<file path="src/rtl/aux_burst_pkg.sv">
package aux_burst_pkg;

    localparam int ADDR_W    = 20;
    localparam int BUF_DEPTH = 16;
    localparam int MAX_TRIES = 10;

    typedef logic [ADDR_W-1:0] addr_t;
    typedef logic [7:0]        byte_t;

    // Command byte sent to the transaction engine
    typedef struct packed {
        logic [3:0] len_m1;   // byte count minus one
        logic       native;   // 1 = native register access, 0 = I2C
        logic [1:0] rsvd;
        logic       rd;       // 1 = read, 0 = write
    } aux_cmd_t;

    typedef enum logic [2:0] {
        ST_IDLE,
        ST_SETUP,
        ST_FETCH,
        ST_PREP,
        ST_ENABLE,
        ST_REPLY,
        ST_DRAIN,
        ST_ADV
    } seq_state_e;

    function automatic aux_cmd_t make_cmd(input logic [4:0] nbytes, input logic is_rd);
        aux_cmd_t c;
        c.len_m1 = 4'(nbytes - 5'd1);
        c.native = 1'b1;
        c.rsvd   = 2'b00;
        c.rd     = is_rd;
        return c;
    endfunction

endpackage

</file>
<file path="src/rtl/aux_wait_timer.sv">
module aux_wait_timer #(
    parameter  int LIMIT = 16,
    localparam int CW    = $clog2(LIMIT + 1)
) (
    input  logic clk,
    input  logic rst,
    input  logic run,
    output logic expired
);

    logic [CW-1:0] cnt_q;

    always_ff @(posedge clk) begin
        if (rst || !run) cnt_q <= '0;
        else             cnt_q <= cnt_q + 1'b1;
    end

    assign expired = run && (cnt_q == CW'(LIMIT - 1));

    // a waiting phase never runs past its limit
    a_r7_timer_range: assert property (@(posedge clk) disable iff (rst)
        run |-> (cnt_q < CW'(LIMIT)));

endmodule

</file>
<file path="src/rtl/aux_byte_buf.sv">
module aux_byte_buf #(
    parameter  int DEPTH = 16,
    localparam int IDX_W = $clog2(DEPTH)
) (
    input  logic                  clk,
    input  logic                  rst,
    input  logic                  clr,
    input  logic                  ld_en,
    input  logic [DEPTH-1:0][7:0] ld_data,
    input  logic                  eng_we,
    input  logic [IDX_W-1:0]      eng_widx,
    input  logic [7:0]            eng_wdata,
    input  logic [IDX_W-1:0]      eng_ridx,
    output logic [7:0]            eng_rdata,
    input  logic [IDX_W-1:0]      drn_idx,
    output logic [7:0]            drn_data
);

    logic [DEPTH-1:0][7:0] cells;

    for (genvar e = 0; e < DEPTH; e++) begin : g_cell
        logic [7:0] val_q;
        always_ff @(posedge clk) begin
            if (rst)                                    val_q <= '0;
            else if (ld_en)                             val_q <= ld_data[e];
            else if (clr)                               val_q <= '0;
            else if (eng_we && eng_widx == IDX_W'(e))   val_q <= eng_wdata;
        end
        assign cells[e] = val_q;
    end

    assign eng_rdata = cells[eng_ridx];
    assign drn_data  = cells[drn_idx];

    // a clear leaves every entry empty
    a_r5_clear_empties: assert property (@(posedge clk) disable iff (rst)
        (clr && !ld_en) |=> (cells == '0));

endmodule

</file>
<file path="src/rtl/aux_burst_ctrl.sv">
module aux_burst_ctrl
    import aux_burst_pkg::*;
#(
    parameter  int LEN_W  = 12,
    parameter  int DEPTH  = BUF_DEPTH,
    parameter  int TRIES  = MAX_TRIES,
    parameter  int EN_TO  = 16,
    localparam int IDX_W  = $clog2(DEPTH),
    localparam int CL_W   = $clog2(DEPTH + 1)
) (
    input  logic                  clk,
    input  logic                  rst,
    input  logic                  req_valid,
    input  logic                  req_write,
    input  addr_t                 req_addr,
    input  logic [LEN_W-1:0]      req_len,
    output logic                  busy,
    output logic                  done,
    output logic                  error,
    output logic                  wr_pull,
    input  logic [7:0]            wr_data,
    output logic                  rd_valid,
    output logic [7:0]            rd_data,
    output addr_t                 eng_addr,
    output aux_cmd_t              eng_cmd,
    output logic                  eng_go,
    input  logic                  eng_ack,
    input  logic                  eng_reply,
    input  logic                  eng_err,
    input  logic [3:0]            eng_status,
    output logic                  buf_clr,
    output logic                  buf_ld,
    output logic [DEPTH-1:0][7:0] stage,
    output logic [IDX_W-1:0]      drain_idx,
    input  logic [7:0]            drain_data,
    output logic                  en_run,
    input  logic                  en_expired,
    output logic                  rp_run,
    input  logic                  rp_expired
);

    localparam int TRY_W = $clog2(TRIES);
    localparam int GO_W  = $clog2(EN_TO + 1);

    seq_state_e            st_q;
    addr_t                 addr_q;
    logic [LEN_W-1:0]      rem_q;
    logic                  rd_q;
    logic [CL_W-1:0]       clen_q;
    logic [IDX_W-1:0]      idx_q;
    logic [TRY_W-1:0]      try_q;
    logic [DEPTH-1:0][7:0] stage_q;
    logic                  done_q;
    logic                  err_q;
    addr_t                 eaddr_q;
    aux_cmd_t              cmd_q;

    logic            reply_bad;
    logic            last_idx;
    logic            attempt_fail;
    logic            final_try;
    logic [CL_W-1:0] clen_next;

    always_comb begin
        reply_bad    = eng_err || (eng_status != 4'd0);
        last_idx     = (idx_q == IDX_W'(clen_q - 1'b1));
        final_try    = (try_q == TRY_W'(TRIES - 1));
        attempt_fail = ((st_q == ST_ENABLE) && !eng_ack && en_expired) ||
                       ((st_q == ST_REPLY) &&
                        ((eng_reply && reply_bad) || (!eng_reply && rp_expired)));
        clen_next    = (rem_q >= LEN_W'(DEPTH)) ? CL_W'(DEPTH) : CL_W'(rem_q);
    end

    always_ff @(posedge clk) begin
        if (rst) begin
            st_q    <= ST_IDLE;
            addr_q  <= '0;
            rem_q   <= '0;
            rd_q    <= 1'b0;
            clen_q  <= '0;
            idx_q   <= '0;
            try_q   <= '0;
            stage_q <= '0;
            done_q  <= 1'b0;
            err_q   <= 1'b0;
            eaddr_q <= '0;
            cmd_q   <= '0;
        end else begin
            done_q <= 1'b0;
            err_q  <= 1'b0;
            case (st_q)
                ST_IDLE: begin
                    if (req_valid) begin
                        addr_q <= req_addr;
                        rem_q  <= req_len;
                        rd_q   <= !req_write;
                        if (req_len == '0) done_q <= 1'b1;
                        else               st_q   <= ST_SETUP;
                    end
                end
                ST_SETUP: begin
                    clen_q  <= clen_next;
                    try_q   <= '0;
                    idx_q   <= '0;
                    stage_q <= '0;
                    st_q    <= rd_q ? ST_PREP : ST_FETCH;
                end
                ST_FETCH: begin
                    stage_q[idx_q] <= wr_data;
                    idx_q          <= idx_q + 1'b1;
                    if (last_idx) st_q <= ST_PREP;
                end
                ST_PREP: begin
                    eaddr_q <= addr_q;
                    cmd_q   <= make_cmd(5'(clen_q), rd_q);
                    st_q    <= ST_ENABLE;
                end
                ST_ENABLE: begin
                    if (eng_ack) st_q <= ST_REPLY;
                end
                ST_REPLY: begin
                    if (eng_reply && !reply_bad) begin
                        idx_q <= '0;
                        st_q  <= rd_q ? ST_DRAIN : ST_ADV;
                    end
                end
                ST_DRAIN: begin
                    idx_q <= idx_q + 1'b1;
                    if (last_idx) st_q <= ST_ADV;
                end
                ST_ADV: begin
                    addr_q <= addr_q + ADDR_W'(clen_q);
                    rem_q  <= rem_q - LEN_W'(clen_q);
                    if (rem_q == LEN_W'(clen_q)) begin
                        done_q <= 1'b1;
                        st_q   <= ST_IDLE;
                    end else begin
                        st_q   <= ST_SETUP;
                    end
                end
                default: st_q <= ST_IDLE;
            endcase

            if (attempt_fail) begin
                if (final_try) begin
                    err_q <= 1'b1;
                    st_q  <= ST_IDLE;
                end else begin
                    try_q <= try_q + 1'b1;
                    st_q  <= ST_PREP;
                end
            end
        end
    end

    assign busy      = (st_q != ST_IDLE);
    assign done      = done_q;
    assign error     = err_q;
    assign wr_pull   = (st_q == ST_FETCH);
    assign rd_valid  = (st_q == ST_DRAIN);
    assign rd_data   = drain_data;
    assign drain_idx = idx_q;
    assign eng_addr  = eaddr_q;
    assign eng_cmd   = cmd_q;
    assign eng_go    = (st_q == ST_ENABLE);
    assign buf_clr   = (st_q == ST_PREP) && rd_q;
    assign buf_ld    = (st_q == ST_PREP) && !rd_q;
    assign stage     = stage_q;
    assign en_run    = (st_q == ST_ENABLE);
    assign rp_run    = (st_q == ST_REPLY);

    // Independent run-length counter of the enable, for the timeout check
    logic [GO_W-1:0] go_run_q;
    always_ff @(posedge clk) begin
        if (rst)         go_run_q <= '0;
        else if (eng_go) go_run_q <= go_run_q + 1'b1;
        else             go_run_q <= '0;
    end

    a_r9_done_err_excl: assert property (@(posedge clk) disable iff (rst)
        !(done && error));

    a_r1_idle_at_end: assert property (@(posedge clk) disable iff (rst)
        (done || error) |-> !busy);

    a_r7_go_bounded: assert property (@(posedge clk) disable iff (rst)
        eng_go |-> (go_run_q < GO_W'(EN_TO)));

    a_r3_fields_stable: assert property (@(posedge clk) disable iff (rst)
        (eng_go && $past(eng_go)) |-> ($stable(eng_addr) && $stable(eng_cmd)));

    a_r6_read_after_go: assert property (@(posedge clk) disable iff (rst)
        rd_valid |-> (busy && rd_q && !eng_go));

    a_r10_pull_only_write: assert property (@(posedge clk) disable iff (rst)
        wr_pull |-> (!rd_q && !eng_go));

    a_r8_try_bound: assert property (@(posedge clk) disable iff (rst)
        busy |-> (try_q < TRY_W'(TRIES)));

endmodule

</file>
<file path="src/rtl/aux_burst_seq.sv">
module aux_burst_seq
    import aux_burst_pkg::*;
#(
    parameter  int LEN_W        = 12,
    parameter  int DEPTH        = BUF_DEPTH,
    parameter  int TRIES        = MAX_TRIES,
    parameter  int EN_TIMEOUT   = 16,
    parameter  int RPLY_TIMEOUT = 24,
    localparam int IDX_W        = $clog2(DEPTH)
) (
    input  logic             clk,
    input  logic             rst,
    input  logic             req_valid,
    input  logic             req_write,
    input  logic [19:0]      req_addr,
    input  logic [LEN_W-1:0] req_len,
    output logic             busy,
    output logic             done,
    output logic             error,
    output logic             wr_pull,
    input  logic [7:0]       wr_data,
    output logic             rd_valid,
    output logic [7:0]       rd_data,
    output logic [7:0]       eng_addr_lo,
    output logic [7:0]       eng_addr_mid,
    output logic [3:0]       eng_addr_hi,
    output logic [7:0]       eng_cmd,
    output logic             eng_go,
    input  logic             eng_ack,
    input  logic             eng_reply,
    input  logic             eng_err,
    input  logic [3:0]       eng_status,
    input  logic             eng_buf_we,
    input  logic [IDX_W-1:0] eng_buf_widx,
    input  logic [7:0]       eng_buf_wdata,
    input  logic [IDX_W-1:0] eng_buf_ridx,
    output logic [7:0]       eng_buf_rdata
);

    addr_t                 eng_addr;
    aux_cmd_t              cmd;
    logic                  buf_clr;
    logic                  buf_ld;
    logic [DEPTH-1:0][7:0] stage;
    logic [IDX_W-1:0]      drain_idx;
    logic [7:0]            drain_data;
    logic                  en_run;
    logic                  en_expired;
    logic                  rp_run;
    logic                  rp_expired;

    aux_burst_ctrl #(
        .LEN_W (LEN_W),
        .DEPTH (DEPTH),
        .TRIES (TRIES),
        .EN_TO (EN_TIMEOUT)
    ) i_ctrl (
        .clk        (clk),
        .rst        (rst),
        .req_valid  (req_valid),
        .req_write  (req_write),
        .req_addr   (req_addr),
        .req_len    (req_len),
        .busy       (busy),
        .done       (done),
        .error      (error),
        .wr_pull    (wr_pull),
        .wr_data    (wr_data),
        .rd_valid   (rd_valid),
        .rd_data    (rd_data),
        .eng_addr   (eng_addr),
        .eng_cmd    (cmd),
        .eng_go     (eng_go),
        .eng_ack    (eng_ack),
        .eng_reply  (eng_reply),
        .eng_err    (eng_err),
        .eng_status (eng_status),
        .buf_clr    (buf_clr),
        .buf_ld     (buf_ld),
        .stage      (stage),
        .drain_idx  (drain_idx),
        .drain_data (drain_data),
        .en_run     (en_run),
        .en_expired (en_expired),
        .rp_run     (rp_run),
        .rp_expired (rp_expired)
    );

    aux_byte_buf #(
        .DEPTH (DEPTH)
    ) i_buf (
        .clk       (clk),
        .rst       (rst),
        .clr       (buf_clr),
        .ld_en     (buf_ld),
        .ld_data   (stage),
        .eng_we    (eng_buf_we),
        .eng_widx  (eng_buf_widx),
        .eng_wdata (eng_buf_wdata),
        .eng_ridx  (eng_buf_ridx),
        .eng_rdata (eng_buf_rdata),
        .drn_idx   (drain_idx),
        .drn_data  (drain_data)
    );

    aux_wait_timer #(.LIMIT(EN_TIMEOUT)) i_en_timer (
        .clk     (clk),
        .rst     (rst),
        .run     (en_run),
        .expired (en_expired)
    );

    aux_wait_timer #(.LIMIT(RPLY_TIMEOUT)) i_rp_timer (
        .clk     (clk),
        .rst     (rst),
        .run     (rp_run),
        .expired (rp_expired)
    );

    assign eng_addr_lo  = eng_addr[7:0];
    assign eng_addr_mid = eng_addr[15:8];
    assign eng_addr_hi  = eng_addr[19:16];
    assign eng_cmd      = cmd;

endmodule

</file>
<file path="config.mk">
export PLATFORM = sky130hd
export DESIGN_NAME = aux_burst_seq
export DESIGN_NICKNAME = d
export VERILOG_FILES = /design/src/rtl/aux_burst_pkg.sv /design/src/rtl/aux_wait_timer.sv /design/src/rtl/aux_byte_buf.sv /design/src/rtl/aux_burst_ctrl.sv /design/src/rtl/aux_burst_seq.sv
export SDC_FILE = /design/constraint.sdc
export NUM_CORES = 1
export LEC_CHECK = 0
export BUFFER_PORTS_ARGS = -buffer_cell sky130_fd_sc_hd__buf_2
export CORE_AREA = 2 2 161 195
export CTS_BUF_LIST = sky130_fd_sc_hd__clkbuf_2 sky130_fd_sc_hd__clkbuf_4 sky130_fd_sc_hd__clkbuf_8
export DETAILED_ROUTE_END_ITERATION = 7
export DIE_AREA = 0 0 163 197
export PLACE_DENSITY = 0.79
export SLEW_MARGIN = 20
export SYNTH_ARGS = -nofsm -noshare
export SYNTH_HDL_FRONTEND = slang
export SYNTH_SLANG_ARGS = --single-unit
</file>
<file path="constraint.sdc">
create_clock -name clk -period 2.6 [get_ports clk]
set_input_delay 0.13 -clock clk [delete_from_list [all_inputs] [get_ports clk]]
set_output_delay 0.13 -clock clk [all_outputs]
set_load 0.05 [all_outputs]
</file>
Word-level counts from Yosys, hierarchy flattened
Cells that the tools add are included.

Flip-flop bits (word level): 343. Input port bits: 68. Output and inout bits: 50. Word-level logic and storage cells: 246.

Add/subtract/negate cells: 7. Magnitude comparators: 4. Equal/unequal tests: 35. Multiplexer cells: 83. Bitwise gates (word level): 1. Reductions and logical operators: 69.

Operators by type and width (count): $mux 8 (51); $pmux 128 s2 (1); $bwmux 128 (1); $bmux 8 s4 (2); $reduce_bool 3->1 (18); $pmux 20 s2 (1); $eq 4x4->1 const B (9); $demux 8 s4 (1); $logic_and 1x1->1 (27); $pmux 12 s2 (1); $pmux 3 s8 (1); $mux 3 (7); $add 20x5->20 (1); $mux 20 (1); $eq 4x3->1 const B (4); $mux 4 (4); $eq 12x5->1 (1); $eq 3x3->1 const B (4); $ge 12x5->1 const B (1); $logic_not 12->1 (1); $mux 12 (1); $pmux 4 s3 (1); $sub 12x5->12 (1); $add 5x1->5 const B (2); 29 further kinds (57).

Longest topological paths before layout
Gate-level depths: netlist of the first run.

Depth in word-level cells: 8. Depth in mapped cells: 10.

Hierarchy
Synthesis of the first run repeated with hierarchy kept, for this count alone.

Cell total of the unflattened synthesis: 2067. Area, all modules: 17289.1 um^2.

Modules (own cells, without submodules): aux_burst_ctrl (times used 1, cells an instance 1130, area each 8842.2 um^2, sequential area each 4103.9 um^2); aux_byte_buf (times used 1, cells an instance 894, area each 8021.4 um^2, sequential area each 2562.5 um^2); aux_wait_timer at i_rp_timer (times used 1, cells an instance 22, area each 216.5 um^2, sequential area each 100.1 um^2); aux_wait_timer at i_en_timer (times used 1, cells an instance 21, area each 209.0 um^2, sequential area each 100.1 um^2).

Worst setup path before layout of the first run
Ideal clock, no wire load.

Path kind: reg2reg. Start: register i_ctrl.st_q[0]. End: register i_ctrl.stage_q, in the netlist i_ctrl.stage[88]. Arrival time: 2353 ps. Required time: 2530 ps. Slack: 176 ps. Stages on the path, launching flop included: 10. Cell sequence: dfxtp_1 inv_1 ha_1 nor2b_1 and3b_1 clkbuf_1 and2_1 buf_2 nand2_1 a21oi_1.

Longest elaborated chain between the ends: 2.

Ends and longest elaborated chain: start: declaration (line aux_burst_ctrl.sv:45) `seq_state_e st_q;`; start signal: assignment (line aux_burst_ctrl.sv:106) `st_q <= rd_q ? ST_PREP : ST_FETCH;`; start signal: assignment (line aux_burst_ctrl.sv:124) `st_q <= rd_q ? ST_DRAIN : ST_ADV;`; $eq 3x2->1 *; via wr_pull (line aux_burst_seq.sv:20) `output logic wr_pull,`; $pmux 128 s2 / $reduce_bool 2->1 (equally long branches); end signal: indexed assignment (line aux_burst_ctrl.sv:109) `stage_q[idx_q] <= wr_data;`; end: declaration (line aux_burst_ctrl.sv:52) `logic [DEPTH-1:0][7:0] stage_q;`.

Mark *: on every way through the listed nets, which the timed path passes. The rest lies on a longest branch. A chain may end at the register's enable or synchronous reset.

Worst setup path in the final report of the first run
Start: register i_ctrl.idx_q[1], in the netlist i_ctrl.drain_idx[1]. End: output rd_data[3].

Longest elaborated chain between the ends: 2.

Ends and longest elaborated chain: start: declaration (line aux_burst_ctrl.sv:50) `logic [IDX_W-1:0] idx_q;`; start signal: assignment (line aux_burst_ctrl.sv:110) `idx_q <= idx_q + 1'b1;`; start signal: assignment (line aux_burst_ctrl.sv:128) `idx_q <= idx_q + 1'b1;`; $bmux 8 s4 (line aux_byte_buf.sv:33) `assign drn_data = cells[drn_idx];`; $mux 8 (implied by the code) (line aux_byte_buf.sv:33); end: declaration (line aux_burst_seq.sv:23) `output logic [7:0] rd_data,`.

No other way between the ends. The select of a mux whose other input is x is not followed.

==> flow_metrics.env, run 1 <==
export IMPL_cts_tree="built"
export IMPL_synth_edf_count=0
export IMPL_cp_required_ns=2.47
export IMPL_num_rows=70
export IMPL_clock_sinks=343
export IMPL_drtIter0Drc=1494
export IMPL_drcViolationCount=0
export IMPL_clock_skew_final_ns=0.0283
export IMPL_power_density_nw_per_um2=794
export IMPL_postLayoutCoreUtil_pct=63.5
export IMPL_cts_buffers=54
export IMPL_area_growth_pct=17.1
export IMPL_antenna_found_initial=0
export IMPL_slew_headroom_pct=52.6
export IMPL_crit_top_cell="mux4_2"
export IMPL_grtUsageTotal_pct=31.7
export IMPL_grt_remaining_overflow=0
export IMPL_setup_violations=6
export IMPL_hp_class="input pin to flip-flop"
export IMPL_port_buffers=115
export IMPL_synth_warnings=0
export IMPL_worst_path_max_delay_cell="mux4_2"
export IMPL_wire_per_inst_um=21.0
export IMPL_yosysSeqAreaShare_pct=41.9
export IMPL_clk_latency_ns=0.62
export IMPL_drive_gt1_share_pct=19.0
export IMPL_crit_path_start_kind="flip-flop"
export IMPL_ys_top_cells_by_count="343 x dfxtp_1, 314 x a21oi_1, 233 x nand2_1, 195 x nor2_1, 144 x nand3_1"
export IMPL_crit_arrival_ns=2.50
export IMPL_grt_setup_unrepaired="yes"
export IMPL_async_flop_share_pct=0
export IMPL_synth_top_area_share_pct=41.9
export IMPL_ys_types=73
export IMPL_pin_count=118
export IMPL_initial_core_util_pct=54.2
export IMPL_synth_top_flop_cell="dfxtp_1"
export IMPL_fp_dieW_um=163
export IMPL_hold_viol=0
export IMPL_first_pass_iters=5
export IMPL_path_max_fanout=19
export IMPL_slowest_delay_ns=0.52
export IMPL_yosys_area_top_type="dfxtp_1"
export IMPL_first_global_vias=14600
export IMPL_worstSetupStartpoint="i_ctrl.drain_idx[1]$_SDFFE_PP0P_"
export IMPL_worstMarginPinSlew_ns=0.710
export IMPL_endpoint_kind="primary output"
export IMPL_clk_path_buf_depth=3
export IMPL_critical_path_class="flip-flop to primary output"
export IMPL_r2r_start="i_ctrl.st_q[0]$_SDFFE_PP0P_"
export IMPL_design_core_area_um2=30200
export IMPL_cp_top_family="multiplexers"
export IMPL_setup_slack_ns=-0.0255
export IMPL_die_h_um=197
export IMPL_syn_inst=1892
export IMPL_synth_area_leaders="dfxtp_1 42%, mux4_2 11%, a21oi_1 9.6%"
export IMPL_setup_tns_ns=-0.0852
export IMPL_viasPerCell=6.27
export IMPL_grt_start_max_net_pins=96
export IMPL_report_final_slew_viol_count=0
export IMPL_max_freq_mhz=381
export IMPL_clk_transition_reported_paths_ns=0.06
export IMPL_hp_start="wr_data[3]"
export IMPL_grt_pass1_wl_um=79400
export IMPL_leakagePower_uw=0.00678
export IMPL_avgSynthCellArea_um2=8.66
export IMPL_ant_nets=0
export IMPL_outcome="finished, violations left"
export IMPL_die_area_um2=32100
export IMPL_fin_crit_ns=2.63
export IMPL_vdd_drop_max_uv=695
export IMPL_yosysMostFrequentCell="dfxtp_1"
export IMPL_htreeDepth=2
export IMPL_failed_checks="setup timing"
export IMPL_cap_violations=0
export IMPL_worst_path_buf_inv=3
export IMPL_gp_congestion=0.961
export IMPL_netlist_area_um2=16400
export IMPL_worstPathCellList="buf_4 > bufbuf_16 > mux4_2 > mux4_2 > buf_6"
export IMPL_cts_root_buffer="clkbuf_8"
export IMPL_fin_crit_sh_pct=101
export IMPL_wirelength_um=51200
export IMPL_hpwlAfterDp_um=33400
export IMPL_synth_seq_cells=343
export IMPL_nNetsFinal=2098
export IMPL_vias=15300
==> flip-flops by register name, indices dropped and copies added, names as in the netlist, 4 cells and up <==
register / count
i_ctrl.drain_idx: 4
i_en_timer.cnt_q: 5
i_ctrl.stage: 128
i_ctrl.try_q: 4
i_ctrl.addr_q: 20
i_ctrl.eng_addr: 20
i_ctrl.clen_q: 5
i_ctrl.eng_cmd: 6
i_ctrl.rem_q: 12
i_rp_timer.cnt_q: 5
i_buf.g_cell.val_q: 128
==> worst register-to-register path, delay by kind of cell (launching register included) <==
kind | cells | cell delay, ns
AO/OA/AOI/OAI | 2 | 0.36
flip-flops | 1 | 0.33
adder cells (fa/ha/maj) | 1 | 0.25
AND/OR/NAND/NOR | 4 | 0.55
buffers and inverters | 3 | 0.86
==> logic make-up (layout without fill, tap and decap cells) <==
group           Yosys count  count (layout)  share of synthesized area [%]
fa+ha+maj                26              26                           2.08
xor+xnor                 15              15                          0.886
buf+inv                 205             354                           5.46
flops                   343             343                           41.9
simple gates            679             679                           18.5
compound gates          535             535                           19.6
other cells               1               4                         0.0229
mux                      88              88                           11.5
==> power breakdown <==
group,total (uW),internal (uW),switching (uW)
combinational,4190,1570,2620
clock,4890,2720,2170
sequential,6170,5720,442
total,15200,10000,5230
==> timing repair <==
action                                  4_1_cts  5_1_grt
hold buffers                                 47        0
endpoints found under the setup margin        8       14
pin swaps                                     0        1
gates resized for setup                      20        9
endpoints found under the hold margin       110        0
buffers inserted                              2        2
cloned                                        4        1
==> layout make-up <==
class | instances | area, um^2
fillers | 2429 | 11000
multi-input cells | 1345 | 8660
flip-flops and latches | 343 | 6880
repair buffers | 233 | 1900
clock buffers | 82 | 1030
well taps | 396 | 495
clock inverters | 12 | 113
inverters | 27 | 101
diodes | 2 | 5.00
==> through the flow <==
step	total power [uW]	hold slack (ns)	area [um^2]	setup slack, ns	std cells
floorplan	8890	0.226	16400	0.176	1893
global placement	10000	0.313	17300	0.307	2288
detailed placement	10100	0.313	17300	0.255	2288
CTS	15100	0.000214	19100	-0.0427	2435
global route	15900	0.0342	19200	-0.0649	2438
finish	15200	0.0344	19200	-0.0255	2440
==> placed cells by master (no fill, tap or decap), types with 23 or more instances in the layout <==
cell	n
a211oi_1	130
ha_1	23
dlygate4sd3_1	47
nor2_1	194
and2_1	30
nand3_1	144
mux4_2	80
buf_4	52
buf_2	106
a21oi_1	314
inv_1	26
nand2_1	232
clkbuf_8	67
dfxtp_1	339
==> layer usage <==
layer	track usage, %	vias up	wire length (um)
li1	-	7031	-
met1	38.6	7214	18600
met2	52.4	872	24700
met3	6.52	180	5100
met4	17.2	0	2810
met5	0	-	0
==> path summary, 6_finish.rpt <==
kind,cells after the start,slack (ns),to
worst min-delay path,3,0.03,i_ctrl.stage[3]$_SDFFE_PP0P_
worst max-delay path,5,-0.03,rd_data[3]
worst max register to register,10,0.16,i_ctrl.addr_q[5]$_SDFFE_PP0P_
worst min register to register,2,0.45,i_ctrl.eng_addr[13]$_SDFFE_PP0N_
(Power assumes the default switching activity.)
==> run 2: changes to the inputs <==
--- a/config.mk
+++ b/config.mk
@@ -10,7 +10,7 @@
 export CTS_BUF_LIST = sky130_fd_sc_hd__clkbuf_2 sky130_fd_sc_hd__clkbuf_4 sky130_fd_sc_hd__clkbuf_8
 export DETAILED_ROUTE_END_ITERATION = 7
 export DIE_AREA = 0 0 163 197
-export PLACE_DENSITY = 0.79
+export PLACE_DENSITY = 0.73
 export SLEW_MARGIN = 20
 export SYNTH_ARGS = -nofsm -noshare
 export SYNTH_HDL_FRONTEND = slang
==> flow_metrics.env, run 2 (synthesized netlist as in run 1, its figures left out) <==
export IMPL_clk_latency_ns=0.61
export IMPL_cap_violations=0
export IMPL_die_h_um=197
export IMPL_wire_per_inst_um=20.9
export IMPL_crit_arrival_ns=2.47
export IMPL_ant_nets=0
export IMPL_fin_total_pwr_uw=15100
export IMPL_die_area_um2=32100
export IMPL_stdcell_count=2405
export IMPL_antenna_found_initial=1
export IMPL_vdd_drop_max_uv=541
export IMPL_slew_headroom_pct=38.6
export IMPL_clock_skew_final_ns=0.0231
export IMPL_port_buffers=115
export IMPL_drive_gt1_share_pct=18.6
export IMPL_viasPerCell=6.21
export IMPL_gp_congestion=0.957
export IMPL_cts_root_buffer="clkbuf_8"
export IMPL_fin_crit_sh_pct=99.8
export IMPL_final_common_cell="dfxtp_1"
export IMPL_first_pass_iters=5
export IMPL_r2r_end="i_ctrl.rem_q[11]$_SDFFE_PP0P_"
export IMPL_htreeDepth=2
export IMPL_most_common_layout_cells="341 x dfxtp_1, 314 x a21oi_1, 231 x nand2_1"
export IMPL_num_rows=70
export IMPL_max_freq_mhz=385
export IMPL_vias=14900
export IMPL_clk_transition_reported_paths_ns=0.06
export IMPL_leakagePower_uw=0.00660
export IMPL_drtIter0Drc=1368
export IMPL_hp_start="eng_ack"
export IMPL_fin_crit_ns=2.60
export IMPL_hold_end="i_ctrl.st_q[2]$_SDFFE_PP0P_"
export IMPL_grt_start_max_net_pins=133
export IMPL_report_final_slew_viol_count=0
export IMPL_path_max_fanout=5
export IMPL_hold_depth=3
export IMPL_dp_cells=2262
export IMPL_setup_slack_ns=0.00395
export IMPL_endpoint_kind="primary output"
export IMPL_drcViolationCount=0
export IMPL_r2r_slack_ns=0.07
export IMPL_first_global_vias=14200
export IMPL_dpl_worst_slack_ns=0.285
export IMPL_grt_pass1_wl_um=78000
export IMPL_setup_violations=0
export IMPL_power_density_nw_per_um2=799
export IMPL_r2r_start="i_ctrl.clen_q[4]$_SDFFE_PP0P_"
export IMPL_final_area_um2=18900
export IMPL_clock_sinks=343
export IMPL_initial_core_util_pct=54.2
export IMPL_grt_remaining_overflow=0
export IMPL_place_area_um2=17100
export IMPL_hp_class="input pin to flip-flop"
export IMPL_nNetsFinal=2063
export IMPL_hold_viol=0
export IMPL_hpwlAfterDp_um=32400
export IMPL_design_core_area_um2=30200
export IMPL_pin_count=118
export IMPL_grtUsageTotal_pct=31.0
export IMPL_crit_path_start_kind="flip-flop"
export IMPL_wirelength_um=50200
export IMPL_cts_buffers=56
export IMPL_cts_tree="built"
export IMPL_worstRegToRegCells=8
export IMPL_fp_dieW_um=163
export IMPL_area_growth_pct=15.4
export IMPL_critical_path_class="flip-flop to primary output"
export IMPL_worstMarginPinSlew_ns=0.918
export IMPL_cp_required_ns=2.47
export IMPL_grt_setup_unrepaired="yes"
export IMPL_clk_path_buf_depth=3
export IMPL_outcome="finished, final reports clean"
export IMPL_num_fill_cells=2518
-- run 2: cell count changes in the layout (fill, tap and decap cells not counted), sizes merged --
| cell | before | now |
|---|---|---|
| buf | 184 | 153 |
| bufbuf | 1 | 2 |
| clkinv | 9 | 4 |
| clkinvlp | 1 | 0 |
| clkbuf | 83 | 92 |
| bufinv | 2 | 1 |
| dlygate4sd3 | 47 | 40 |
-- run 2: per-stage QoR --
stage | hold slack (ns) | TNS, ns | utilization (%)
floorplan | 0.226 | 0 | -
global placement | 0.315 | 0 | 56.4
detailed placement | 0.326 | 0 | 56.4
CTS | 0.0155 | -0.0355 | 62.2
global route | 0.0312 | -0.122 | 62.5
finish | 0.0555 | 0 | 62.5
-- run 2: layout make-up --
type / instances / area [um^2] / area share (%)
flip-flops and latches: 343 / 6870 / 36.4
diodes: 2 / 5.00 / 0.0265
repair buffers: 196 / 1530 / 8.10
well taps: 396 / 495 / 2.62
clock buffers: 91 / 1130 / 6.00
inverters: 27 / 101 / 0.536
clock inverters: 5 / 50.0 / 0.265
multi-input cells: 1345 / 8710 / 46.1
-- run 2: worst max path at each step --
stage               slack, ns                              from  cells after the start                            end
detailed placement       0.28     i_ctrl.clen_q[0]$_SDFFE_PP0P_                      9  i_ctrl.addr_q[8]$_SDFFE_PP0P_
global placement         0.31     i_ctrl.clen_q[0]$_SDFFE_PP0P_                      9  i_ctrl.addr_q[8]$_SDFFE_PP0P_
finish                  0.004  i_ctrl.drain_idx[0]$_SDFFE_PP0P_                      4                     rd_data[6]
CTS                     -0.02  i_ctrl.drain_idx[0]$_SDFFE_PP0P_                      4                     rd_data[6]
floorplan                0.18       i_ctrl.st_q[0]$_SDFFE_PP0P_                      9  i_ctrl.stage[88]$_SDFFE_PP0P_
global route            -0.03  i_ctrl.drain_idx[0]$_SDFFE_PP0P_                      4                     rd_data[1]
-- run 2: power by group --
group | total (uW) | internal, uW | switching [uW] | leakage (uW)
clock | 4950 | 2830 | 2130 | 0.000635
sequential | 6170 | 5720 | 443 | 0.00278
combinational | 3980 | 1450 | 2540 | 0.00319
-- run 2: repair_timing --
action / CTS / global route
gates cloned: 3 / 1
resized for setup: 17 / 8
setup buffers: 1 / 0
hold endpoints to repair: 95 / 0
setup endpoints to repair: 8 / 9
hold buffers: 40 / 0
-- run 2: worst max-delay path, cell delays in order, from the launching register on --
cell,delay (ns)
dfxtp_4,0.44
buf_12,0.17
mux4_2,0.59
mux4_2,0.50
buf_6,0.17
-- run 2: per-layer routing --
layer | routed length, um | up-vias | share of wire (%) | track usage, %
li1 | - | 6955 | - | -
met1 | 18800 | 7075 | 37 | 38.0
met2 | 24100 | 747 | 48 | 51.8
met3 | 4620 | 168 | 9.2 | 5.83
met4 | 2610 | 0 | 5.2 | 16.1
met5 | 0 | - | 0 | 0
